--- src/rtl/barrier_mesh_pkg.sv ---
package barrier_mesh_pkg;
  // cycles from the cycle holding the final arrival to the release cycle
  localparam int unsigned WAKE_LATENCY = 4;

  // width that holds a count from 0 to n
  function automatic int unsigned cnt_w(input int unsigned n);
    return (n < 1) ? 1 : $clog2(n + 1);
  endfunction
endpackage

--- src/rtl/barrier_mesh_popcnt.sv ---
module barrier_mesh_popcnt #(
  parameter  int unsigned W  = 4,
  localparam int unsigned CW = barrier_mesh_pkg::cnt_w(W)
) (
  input  logic [W-1:0]  bits,
  output logic [CW-1:0] total
);
  // sensed transmitter count on a shared line
  always_comb begin
    total = '0;
    for (int i = 0; i < int'(W); i++) total = total + CW'(bits[i]);
  end
endmodule

--- src/rtl/barrier_mesh_port.sv ---
module barrier_mesh_port (
  input  logic clk,
  input  logic rst_n,
  input  logic arrive_i,
  input  logic wake_i,
  output logic tx_o,
  output logic resume_o
);
  logic waiting_q, waiting_d, resume_d;

  // a core already parked cannot transmit again
  assign tx_o = arrive_i & ~waiting_q;

  always_comb begin
    waiting_d = waiting_q;
    resume_d  = 1'b0;
    if (wake_i) begin
      waiting_d = 1'b0;
      resume_d  = waiting_q;
    end else if (tx_o) begin
      waiting_d = 1'b1;
    end
  end

  always_ff @(posedge clk or negedge rst_n) begin
    if (!rst_n) begin
      waiting_q <= 1'b0;
      resume_o  <= 1'b0;
    end else begin
      waiting_q <= waiting_d;
      resume_o  <= resume_d;
    end
  end
endmodule

--- src/rtl/barrier_mesh_row.sv ---
module barrier_mesh_row #(
  parameter int unsigned COLS = 4
) (
  input  logic            clk,
  input  logic            rst_n,
  input  logic [COLS-1:0] row_tx,   // bit 0: collector's own core
  input  logic            vwake_i,
  output logic            vtx_o,
  output logic            hwake_o
);
  localparam int unsigned   CW  = barrier_mesh_pkg::cnt_w(COLS);
  localparam logic [COLS-1:0] OWN = COLS'(1);

  logic [CW-1:0] scnt_q, scnt_d, seen;
  logic          mcnt_q, mcnt_d, sent_q, sent_d, full, cnt_en;

  barrier_mesh_popcnt #(.W(COLS)) u_pc (.bits(row_tx & ~OWN), .total(seen));

  assign full  = (scnt_q == CW'(COLS - 1)) && mcnt_q;
  assign vtx_o = full && !sent_q;

  always_comb begin
    cnt_en = hwake_o | (|row_tx) | vtx_o;
    if (hwake_o) begin
      scnt_d = '0;
      mcnt_d = 1'b0;
      sent_d = 1'b0;
    end else begin
      scnt_d = scnt_q + seen;
      mcnt_d = mcnt_q | row_tx[0];
      sent_d = sent_q | vtx_o;
    end
  end

  always_ff @(posedge clk or negedge rst_n) begin
    if (!rst_n) begin
      scnt_q  <= '0;
      mcnt_q  <= 1'b0;
      sent_q  <= 1'b0;
      hwake_o <= 1'b0;
    end else begin
      hwake_o <= vwake_i;
      if (cnt_en) begin
        scnt_q <= scnt_d;
        mcnt_q <= mcnt_d;
        sent_q <= sent_d;
      end
    end
  end
endmodule

--- src/rtl/barrier_mesh_col.sv ---
module barrier_mesh_col #(
  parameter int unsigned ROWS = 3
) (
  input  logic            clk,
  input  logic            rst_n,
  input  logic [ROWS-1:0] vs_tx,    // bit 0: row 0 completion
  output logic            vwake_o
);
  localparam int unsigned     CW  = barrier_mesh_pkg::cnt_w(ROWS);
  localparam logic [ROWS-1:0] OWN = ROWS'(1);

  logic [CW-1:0] vscnt_q, vscnt_d, seen;
  logic          vmcnt_q, vmcnt_d, cnt_en;

  barrier_mesh_popcnt #(.W(ROWS)) u_pc (.bits(vs_tx & ~OWN), .total(seen));

  assign vwake_o = (vscnt_q == CW'(ROWS - 1)) && vmcnt_q;

  always_comb begin
    cnt_en = vwake_o | (|vs_tx);
    if (vwake_o) begin
      vscnt_d = '0;
      vmcnt_d = 1'b0;
    end else begin
      vscnt_d = vscnt_q + seen;
      vmcnt_d = vmcnt_q | vs_tx[0];
    end
  end

  always_ff @(posedge clk or negedge rst_n) begin
    if (!rst_n) begin
      vscnt_q <= '0;
      vmcnt_q <= 1'b0;
    end else if (cnt_en) begin
      vscnt_q <= vscnt_d;
      vmcnt_q <= vmcnt_d;
    end
  end
endmodule

--- src/rtl/barrier_mesh.sv ---
module barrier_mesh #(
  parameter  int unsigned ROWS = 3,
  parameter  int unsigned COLS = 4,
  localparam int unsigned N    = ROWS * COLS
) (
  input  logic         clk,
  input  logic         rst_n,
  input  logic [N-1:0] arrive,
  output logic [N-1:0] resume
);
  logic [N-1:0]    tx;
  logic [ROWS-1:0] vtx, hwake;
  logic            vwake;

  for (genvar r = 0; r < int'(ROWS); r++) begin : g_row
    for (genvar c = 0; c < int'(COLS); c++) begin : g_core
      barrier_mesh_port u_port (
        .clk(clk), .rst_n(rst_n),
        .arrive_i(arrive[r*COLS+c]), .wake_i(hwake[r]),
        .tx_o(tx[r*COLS+c]), .resume_o(resume[r*COLS+c])
      );
    end
    barrier_mesh_row #(.COLS(COLS)) u_row (
      .clk(clk), .rst_n(rst_n),
      .row_tx(tx[r*COLS +: COLS]), .vwake_i(vwake),
      .vtx_o(vtx[r]), .hwake_o(hwake[r])
    );
  end

  barrier_mesh_col #(.ROWS(ROWS)) u_col (
    .clk(clk), .rst_n(rst_n), .vs_tx(vtx), .vwake_o(vwake)
  );
endmodule

--- config.mk ---
export PLATFORM = sky130hd
export DESIGN_NAME = barrier_mesh
export DESIGN_NICKNAME = d
export VERILOG_FILES = /design/src/rtl/barrier_mesh_pkg.sv /design/src/rtl/barrier_mesh_popcnt.sv /design/src/rtl/barrier_mesh_port.sv /design/src/rtl/barrier_mesh_row.sv /design/src/rtl/barrier_mesh_col.sv /design/src/rtl/barrier_mesh.sv
export SDC_FILE = /design/constraint.sdc
export NUM_CORES = 1
export LEC_CHECK = 0
export ABC_AREA = 1
export ABC_CLOCK_PERIOD_IN_PS = 2800
export BUFFER_PORTS_ARGS = -buffer_cell sky130_fd_sc_hd__clkbuf_2
export CAP_MARGIN = 5
export CORE_MARGIN = 5
export CORE_UTILIZATION = 57
export CTS_BUF_LIST = sky130_fd_sc_hd__clkbuf_16
export CTS_CLUSTER_DIAMETER = 120
export DETAILED_ROUTE_END_ITERATION = 8
export PLACE_DENSITY_LB_ADDON = 0.2
export SLEW_MARGIN = 20
export SYNTH_ARGS = -nofsm -noshare
export SYNTH_HDL_FRONTEND = slang
export SYNTH_SLANG_ARGS = --single-unit
--- constraint.sdc ---
create_clock -name clk -period 2.8 [get_ports clk]
set_input_delay 0.56 -clock clk [delete_from_list [all_inputs] [get_ports clk]]
set_output_delay 0.56 -clock clk [all_outputs]
set_load 0.005 [all_outputs]
# Yosys cells after proc, flatten, opt, wreduce, memory -nomap -nowiden
# Cells that the tools add are included.
# totals
wordCells,162
input_bits,14
register_bits,43
# classes
mux,47
bitwise_logic,38
eq_ne,4
n_reduce_logical,26
addsub,11
# ops
operator,n
1-bit 2-to-1 mux,43
2-bit nonzero test,12
1-bit OR,14
1-bit AND,12
1-bit NOT,12
4-bit OR reduction,3
2-bit by 1-bit adder with 3-bit output,3
3-bit adder,3
"3-bit by 2-bit equality test with 1-bit output, second input constant",3
3-bit 2-to-1 mux,3
1-bit by 1-bit adder with 2-bit output,4
1-bit logical AND,7
1-bit zero test,3
3-bit OR reduction,1
2-bit adder,1
"2-bit equality test, second input constant",1
2-bit 2-to-1 mux,1

# Depth between registers and ports, before layout
# Gate-level depths: netlist of the first run.
# logic_depth
ltp_word,6
depth_mapped,10

# Cells and area by module
# Synthesis of the first run repeated with hierarchy kept, for this count alone.
# unflattened
cells_unflattened,290
area_unflattened_um2,2373.5
# by_module_without_submodules
mod,n_inst,area_per_inst_um2,cells_each,seq_area_each_um2
barrier_mesh_port,12,72.6,8,50.0
barrier_mesh_row at g_row[0].u_row ...,2,370.4,48,150.1
barrier_mesh_row at g_row[2].u_row,1,371.6,49,150.1
barrier_mesh_popcnt at g_row[0].u_row.u_pc ...,3,63.8,8,0.0
barrier_mesh_col,1,178.9,24,75.1
barrier_mesh_popcnt at u_col.u_pc,1,20.0,1,0.0

# Least setup slack after synthesis of the first run
# No wires, ideal clock.
# synth_timing
path_kind,input to register
start,in arrive[10]
end,reg g_row[2].u_row.scnt_q[2]
arrival_ns,2.001
path_stages,9
path_buffers,0
t_required_ns,2.683
path_slack_ns,0.682
path_cell_list,nand2_1 > inv_1 > fa_1 > ha_1 > fa_1 > xnor2_1 > nor2_1 > nand2_1 > nand2_1
# synth_via
elab_chain_len,5
elab_cells_between_ends,8
classes_between,add/sub (3); mux (1); bitwise (3); reduce/logical (1)
# synth_lines
element,line,text
from (decl),barrier_mesh.sv:8,"input logic [N-1:0] arrive,"
1-bit AND *,barrier_mesh_port.sv:12,assign tx_o = arrive_i & ~waiting_q;
1-bit by 1-bit adder with 2-bit output,barrier_mesh_popcnt.sv:11,for (int i = 0; i < int'(W); i++) total = total + CW'(bits[i]);
2-bit by 1-bit adder with 3-bit output,barrier_mesh_popcnt.sv:11,
3-bit adder,barrier_mesh_row.sv:29,scnt_d = scnt_q + seen;
3-bit 2-to-1 mux,barrier_mesh_row.sv:24,if (hwake_o) begin
to (signal assigned),barrier_mesh_row.sv:44,scnt_q <= scnt_d;
to (decl),barrier_mesh_row.sv:14,"logic [CW-1:0] scnt_q, scnt_d, seen;"
# Every way passes the cells marked *; elsewhere a longest branch is shown, timed or not.
# A chain may end at the register's enable or synchronous reset.

# Final worst setup path of the first run
# layout_timing
start,reg g_row[0].g_core[2].u_port.waiting_q
end,reg g_row[0].u_row.scnt_q[2]
# layout_via
elab_chain_len,6
elab_cells_between_ends,9
classes_between,add/sub (3); mux (1); bitwise (4); reduce/logical (1)
# layout_lines
element,line,text
from (decl),barrier_mesh_port.sv:9,"logic waiting_q, waiting_d, resume_d;"
from (signal assigned),barrier_mesh_port.sv:30,waiting_q <= waiting_d;
1-bit NOT *,barrier_mesh_port.sv:12,
1-bit AND *,barrier_mesh_port.sv:12,
1-bit by 1-bit adder with 2-bit output,barrier_mesh_popcnt.sv:11,
2-bit by 1-bit adder with 3-bit output,barrier_mesh_popcnt.sv:11,
3-bit adder,barrier_mesh_row.sv:29,
3-bit 2-to-1 mux,barrier_mesh_row.sv:24,
to (signal assigned),barrier_mesh_row.sv:44,
to (decl),barrier_mesh_row.sv:14,
# Marks and branches as above.

==> results of run 1 <==
## layout make-up
class                   count  area [um2]  share of cell area
inverters                  50       187.7             0.07599
well taps                  48       60.06             0.02432
multi-input cells         131       817.0              0.3308
clock inverters             3       63.81             0.02584
repair buffers             27       140.1             0.05674
clock buffers               5       125.1             0.05066
flip-flops and latches     43        1076              0.4357
## worst paths after layout
kind	cells past startpoint	endpoint	startpoint	slack [ps]
max in group asynchronous	2	g_row[0].g_core[2].u_port.resume_o$_DFF_PN0_	rst_n	2090
setup reg to reg	10	g_row[0].u_row.scnt_q[2]$_DFFE_PN0P_	g_row[0].g_core[2].u_port.waiting_q$_DFFE_PN0P_	670
hold / removal	2	g_row[2].u_row.scnt_q[1]$_DFFE_PN0P_	rst_n	340
hold reg to reg	2	g_row[1].g_core[3].u_port.resume_o$_DFF_PN0_	g_row[1].g_core[3].u_port.waiting_q$_DFFE_PN0P_	460
setup / recovery	10	g_row[0].u_row.scnt_q[2]$_DFFE_PN0P_	g_row[0].g_core[2].u_port.waiting_q$_DFFE_PN0P_	670
min in group clk	2	g_row[1].g_core[3].u_port.resume_o$_DFF_PN0_	g_row[1].g_core[3].u_port.waiting_q$_DFFE_PN0P_	460
## where the power goes
part           leakage, uW  total (uW)  switching, uW  internal (uW)
Clock            0.0000952         729            222            507
Sequential        0.000509         777           66.9            710
Combinational     0.000888         319            198            121
## flip-flops by register name (all words and copies together), names as in the netlist
name,flops
g_row.u_row.hwake_o,1
u_col.vscnt_q,2
g_row.u_row.scnt_q,9
g_row.g_core.u_port.waiting_q,12
g_row.u_row.sent_q,3
g_row.u_row.mcnt_q,3
u_col.vmcnt_q,1
g_row.g_core.u_port.resume_o,12
## metal layers
layer | wire (um) | vias up
met1 | 1552 | 718
met4 | 77 | 0
met3 | 142 | 8
li1 | - | 740
met5 | 0 | -
met2 | 1883 | 19
## cells by family (layout without fill, tap and decap cells)
kind of cell               Yosys count  in the layout  synth area share
AOI/OAI and AO/OA                   19             19           0.04335
xor gates and xnor gates             4              4           0.01597
adders and majority gates           10             10           0.08100
buffers and inverters               66             85            0.1369
DFF                                 43             43            0.4906
and+or+nand+nor                     98             98            0.2322
## worst max-delay path, stage by stage, from the launching register on
cell and delay [ps]:
dfrtp_1 380, inv_1 80, nand2_1 100, inv_1 80, fa_1 410, ha_1 220, fa_1 370, xnor2_1 170
nor2_1 60, nand2_1 100, nand2_1 50
## synthesized netlist by cell type, drive strengths merged
cell type	count	area, um2
nand3	19	157.6
a21oi	16	80.08
clkinv	1	3.750
nand2	54	227.7
buf	16	112.6
dfrtp	43	1076
fa	7	140.1
inv	49	183.9
o21ai	3	15.01
ha	3	37.54
nor2	25	123.9
xnor2	4	35.03
## metrics by stage
step / area [um2] / utilization / setup slack (ps) / hold WS, ps
finish: 2470 / 0.6696 / 668.5 / 335.5
global route: 2470 / 0.6696 / 553.3 / 406.6
global placement: 2281 / 0.6184 / 509.7 / 441.2
detailed placement: 2281 / 0.6184 / 453.8 / 453.5
floorplan: 2193 / - / 682.0 / 264.4
CTS: 2470 / 0.6696 / 673.9 / 363.0
==> results.cfg, run 1 <==
[cts]
cts_tree = done
cts_root_buf = clkbuf_16
cts_resized = 0
ctsHoldBuffers = 0
cts_buffers = 5
h-tree-depth = 2
clkLatencyLatePin_ps = 280
numClockSinks = 43
path_clk_slew_ps = 60
cts_buffer_depth = 2
cts_setup_buffers = 0

[global_routing]
grt_max_degree = 44
busiest_layer = met2
grtUsageMet3 = 0.02909
antenna_found_initial = 0
track_usage = 0.1616
grt_use_met1 = 0.1879
grt_pass1_wl_um = 6534
grtUsageMet2 = 0.2878
grt_pass1_vias = 1522
gr-total-overflow = 0

[logic_synthesis]
synth-seq-cells = 43
avgSynthCellArea_um2 = 9.139
ys_seq_area_frac = 0.4906
syn_inst = 240
synth_nets = 264
syn_area_mm2 = 0.002193
ys_types = 19
yosys_warnings = 0

[min_path]
hp-class = in -> async

[drt]
routed_wl_um = 3656
drt-pass1-iter-count = 3
drc = 0
vias = 1485
drt_iter0_drc = 91
vias_per_cell = 4.837
ant_nets = 0
wl_per_cell_um = 11.91

[flow_run]
maxCapViolations = 0

[sta]
slew_viol_final = 0
finalSetupTns_ps = 0
rsz0062_at_grt = false
clock_skew_ps = 2.884
period_needed_ps = 2131
hold_violations = 0
timing.final.crit_share = 0.7612
finalSetupViolCount = 0
tightest_slew_ps = 531.2
fmax_mhz = 469.2
max_slew_margin = 0.6459

[run_status]
outcome = finished, final reports clean

[critical_path]
crit_required_ps = 2970
worstSetupEndpointType = flop
critPathArrivalTime_ps = 2300
setup.worst_path.class = reg -> reg
crit_fanout = 3
critPathLaunchType = flop

[floorplanning]
ioPinCount = 26
start_util = 0.5946
fp.dieH_um = 72.03
core_mm2 = 0.003689
num_rows = 22
die_x_um = 72.03
dieArea_mm2 = 0.005188

[cells_and_area]
areaGrowthSynthToFinish_pct = 12.61
layout_common_cells = nand2_1 (44), dfrtp_1 (43), inv_1 (37)
layout-drive-gt1-share = 0.2741
antenna_cells = 0
stdcell_count = 307
final_common_cell = nand2_1
final_nets = 282
fillCellCount = 299

[pwr]
ir_drop_uv = 563.5
power_density_mw_per_mm2 = 738.6
power_uw = 1824
leakagePower_uw = 0.001492

[place]
port_buffers = 25
place_inst = 299
dp_hpwl_um = 2619
gp_congestion = 0.7715
No activity file was read; power rests on OpenSTA's default activity.
==> run 2: changes to the inputs <==
- ABC_CLOCK_PERIOD_IN_PS: 2800 -> 1900
- CORE_UTILIZATION: 57 -> 52
- clock period: 2.8 -> 1.9 ns (I/O delays scaled with it)
==> results.cfg, run 2 (synthesis gave the netlist of run 1 again) <==
[global_routing]
grt_pass1_wl_um = 6541
track_usage = 0.1534
grt_max_degree = 44
grt_pass1_vias = 1498
gr-total-overflow = 0
antenna_found_initial = 0

[cts]
cts_root_buf = clkbuf_16
ctsHoldBuffers = 0
path_clk_slew_ps = 60
h-tree-depth = 2
cts_buffer_depth = 2
cts_tree = done
cts_buffers = 5
clkLatencyLatePin_ps = 280
numClockSinks = 43

[run_status]
violations = setup timing
outcome = complete, but fails checks

[drt]
drt_iter0_drc = 112
drc = 0
drt-pass1-iter-count = 4
vias = 1452
ant_nets = 0
routed_wl_um = 3576
vias_per_cell = 4.509
wl_per_cell_um = 11.11

[critical_path]
ff2ff_setup_slack_ps = -110
path_cells = inv_2 > nand2_2 > inv_2 > fa_1 > ha_2 > fa_2 > inv_1 > nor2_2 > nand2_1 > nand2_1
setup.worst_path.class = reg -> reg
critPathLaunchType = flop
crit_required_ps = 2110
cpPeakStageDelay_ps = 510
critPathArrivalTime_ps = 2220
crit_fanout = 2
worstReg2RegEnd = g_row[2].u_row.scnt_q[1]$_DFFE_PN0P_
r2r_cells = 10
cp_slowest_cell = fa_2
worstReg2RegStart = g_row[2].g_core[2].u_port.waiting_q$_DFFE_PN0P_
startpoint = g_row[2].g_core[2].u_port.waiting_q$_DFFE_PN0P_
worstSetupEndpointType = flop

[sta]
holdWs_ps = 159.4
slew_viol_final = 0
fmax_mhz = 498.5
period_needed_ps = 2006
timing.final.crit_share = 1.056
max_slew_margin = 0.6481
hold_violations = 0
clock_skew_ps = 6.196
rsz0062_at_grt = true
timing.final.ws_setup_ps = -106.2
finalSetupViolCount = 6
tightest_slew_ps = 527.8

[cells_and_area]
top_regs = g_row.g_core.u_port.resume_o x12, g_row.g_core.u_port.waiting_q x12, g_row.u_row.scnt_q x9
layout-drive-gt1-share = 0.4007
areaGrowthSynthToFinish_pct = 17.23
final_nets = 295
layout_common_cells = dfrtp_1 (43), nand2_1 (41), inv_1 (28)
antenna_cells = 0
utilization = 0.6337
final_common_cell = dfrtp_1

[pwr]
leakagePower_uw = 0.001503
ir_drop_uv = 583.7
power_density_mw_per_mm2 = 964.3

[place]
dp_hpwl_um = 2539
gp_congestion = 0.8129
port_buffers = 25

[flow_run]
maxCapViolations = 0

[floorplanning]
dieArea_mm2 = 0.005617
start_util = 0.5405
die_x_um = 74.95
ioPinCount = 26
core_mm2 = 0.004058
fp.dieH_um = 74.95
num_rows = 23

[min_path]
hp-class = in -> async
run 2: changes by cell type in the layout (fill, tap and decap cells not counted), sizes merged:
cell	previous run	this run
buf	2	15
inv	50	49
clkinv	1	4
bufinv	2	0
run 2: what timing repair did:
| item | CTS | global route |
|---|---|---|
| buffers inserted | 1 | 0 |
| endpoints found under the setup margin | 6 | 6 |
| gates cloned | 0 | 0 |
| pin swaps | 11 | 5 |
| gates resized for setup | 7 | 7 |
run 2: worst max path at each step:
stage                                                       to  slack [ps]  cells past startpoint
after floorplan           g_row[0].u_row.scnt_q[2]$_DFFE_PN0P_          -3                      8
after global placement    g_row[0].u_row.scnt_q[2]$_DFFE_PN0P_        -160                     10
after detailed placement  g_row[0].u_row.scnt_q[2]$_DFFE_PN0P_        -190                     10
after CTS                 g_row[2].u_row.scnt_q[1]$_DFFE_PN0P_        -120                     10
after global routing      g_row[2].u_row.scnt_q[1]$_DFFE_PN0P_        -180                     10
final                     g_row[2].u_row.scnt_q[1]$_DFFE_PN0P_        -110                     10
run 2: where the power goes:
part           switching, uW  leakage (uW)  internal [uW]  total [uW]
logic                    306      0.000921            232         538
registers               85.7      0.000509           1050        1130
clock network            330     0.0000733            479         809
run 2: layout make-up:
cell class	count	area [um2]
clock buffers	5	125.1
clock inverters	3	15.01
fillers	349	1486
inverters	50	187.7
multi-input cells	131	867.1
flip-flops and latches	43	1076
well taps	50	62.56
repair buffers	40	237.7
run 2: metrics by stage:
step	setup TNS, ps	cells	setup slack, ps	area, um2	total power, uW
final	-331.2	322	-106.2	2571	2479
after detailed placement	-993.9	313	-185.8	2396	1680
after global placement	-843.2	313	-162.2	2396	1657
after floorplan	-3.341	240	-3.341	2216	1505
after CTS	-423.8	322	-115.6	2549	2507
after global routing	-917.4	322	-177.9	2571	2658
run 2: worst max-delay path: cells and delay by family, from the launching register on:
| family | cells | cell delay (ps) |
|---|---|---|
| adders and majority gates | 3 | 1110 |
| buffers and inverters | 3 | 160 |
| and+or+nand+nor | 4 | 270 |
| DFF | 1 | 390 |
run 2: routing by layer:
metal  global-route usage  wire length (um)  vias up
met5                    0                 0        -
met4              0.05336                38        0
met3              0.04005               163        4
met2               0.2495              1716       21
met1               0.1988              1658      661
li1                     -                 -      766
==> run 3: changes to the inputs <==
- CORE_UTILIZATION: 52 -> 35
==> results.cfg, run 3 (synthesis gave the netlist of run 1 again) <==
[run_status]
outcome = complete, but fails checks
violations = setup timing

[global_routing]
grt_pass1_wl_um = 6320
track_usage = 0.1037
antenna_found_initial = 0
grt_pass1_vias = 1435
gr-total-overflow = 0
grt_max_degree = 28

[critical_path]
worstReg2RegStart = g_row[0].g_core[2].u_port.waiting_q$_DFFE_PN0P_
cp_slowest_cell = fa_2
crit_buf_inv = 3
worstSetupEndpointType = flop
setup.worst_path.class = reg -> reg
crit_required_ps = 2120
cpPeakStageDelay_ps = 520
critPathTopFamily = adder cells
critPathLaunchType = flop
critPathArrivalTime_ps = 2160
startpoint = g_row[0].g_core[2].u_port.waiting_q$_DFFE_PN0P_
crit_top_cell = inv_2
path_cells = inv_2 > nand2_2 > inv_2 > fa_1 > ha_2 > fa_2 > inv_2 > nor2_1 > nand2_1 > nand2_1
crit_fanout = 2

[drt]
drt_iter0_drc = 35
routed_wl_um = 3544
wl_per_cell_um = 10.15
vias = 1472
ant_nets = 0
drc = 0
vias_per_cell = 4.218
drt-pass1-iter-count = 4

[place]
port_buffers = 25
gp_congestion = 0.7920
dp_hpwl_um = 2701
place_inst = 339
place_ws_ps = -156.5

[flow_run]
maxCapViolations = 0

[cts]
cts_tree = done
numClockSinks = 43
cts_root_buf = clkbuf_16
cts_buffers = 5
cts_buffer_depth = 2
clkLatencyLatePin_ps = 280
h-tree-depth = 2
ctsHoldBuffers = 0
path_clk_slew_ps = 60

[cells_and_area]
stdcell_count = 349
final_common_cell = dfrtp_1
layout_common_cells = dfrtp_1 (43), nand2_1 (41), inv_1 (30)
layout-drive-gt1-share = 0.3832
final_nets = 297
seqCellArea_mm2 = 0.001076
multi_input_area_um2 = 852.1
areaGrowthSynthToFinish_pct = 19.28
antenna_cells = 0
fillCellCount = 590
top_regs = g_row.g_core.u_port.resume_o x12, g_row.g_core.u_port.waiting_q x12, g_row.u_row.scnt_q x9

[sta]
finalSetupTns_ps = -99.03
finalSetupViolCount = 4
timing.final.ws_setup_ps = -38.83
period_needed_ps = 1939
tightest_slew_ps = 535.3
slew_viol_final = 0
fmax_mhz = 515.8
max_slew_margin = 0.6431
hold_violations = 0
holdWs_ps = 73.85
timing.final.crit_share = 1.020
rsz0062_at_grt = true
clock_skew_ps = 3.974

[floorplanning]
dieArea_mm2 = 0.007950
num_rows = 28
core_mm2 = 0.005991
start_util = 0.3661
fp.dieH_um = 89.16
die_x_um = 89.16
ioPinCount = 26

[pwr]
power_density_mw_per_mm2 = 946.0
leakagePower_uw = 0.001515
ir_drop_uv = 386.5
power_uw = 2475

[min_path]
hp-class = in -> async
## run 3: path summary, 6_finish.rpt
check	cells past startpoint	slack (ps)	end
setup / recovery	10	-40	g_row[0].u_row.scnt_q[1]$_DFFE_PN0P_
hold / removal	1	70	g_row[1].g_core[0].u_port.waiting_q$_DFFE_PN0P_
setup reg to reg	10	-40	g_row[0].u_row.scnt_q[1]$_DFFE_PN0P_
hold reg to reg	2	460	g_row[1].g_core[3].u_port.resume_o$_DFF_PN0_
max in group asynchronous	2	1320	g_row[0].g_core[0].u_port.waiting_q$_DFFE_PN0P_
min in group clk	3	350	g_row[2].g_core[1].u_port.waiting_q$_DFFE_PN0P_
## run 3: per-stage QoR
step                utilization  area [um2]
floorplan                     -        2216
global placement         0.4085        2447
detailed placement       0.4085        2447
CTS                      0.4355        2609
global route             0.4367        2616
finish                   0.4367        2616
## run 3: per-layer routing
metal	vias up	track usage	wire [um]	share of wire
met1	681	0.1243	1688	0.48
li1	770	-	-	-
met5	-	0	0	0
met4	0	0.04465	38	0.011
met3	4	0.03318	121	0.034
met2	17	0.1708	1696	0.48
## run 3: timing repair
action	4_1_cts	5_1_grt
pin swaps	9	6
resized for setup	7	2
setup buffers	2	0
setup endpoints to repair	6	6
cloned	0	0
## run 3: layout make-up
cell class | count | share of cell area
multi-input cells | 131 | 0.3257
repair buffers | 42 | 0.1014
clock buffers | 5 | 0.04782
inverters | 50 | 0.07174
well taps | 75 | 0.03587
clock inverters | 3 | 0.006217
flip-flops and latches | 43 | 0.4113
## run 3: power by group
part           internal (uW)  leakage (uW)  total (uW)  switching, uW
registers               1050      0.000509        1140           89.7
clock network            479     0.0000710         810            331
logic                    233      0.000935         529            296
total                   1760       0.00151        2470            717
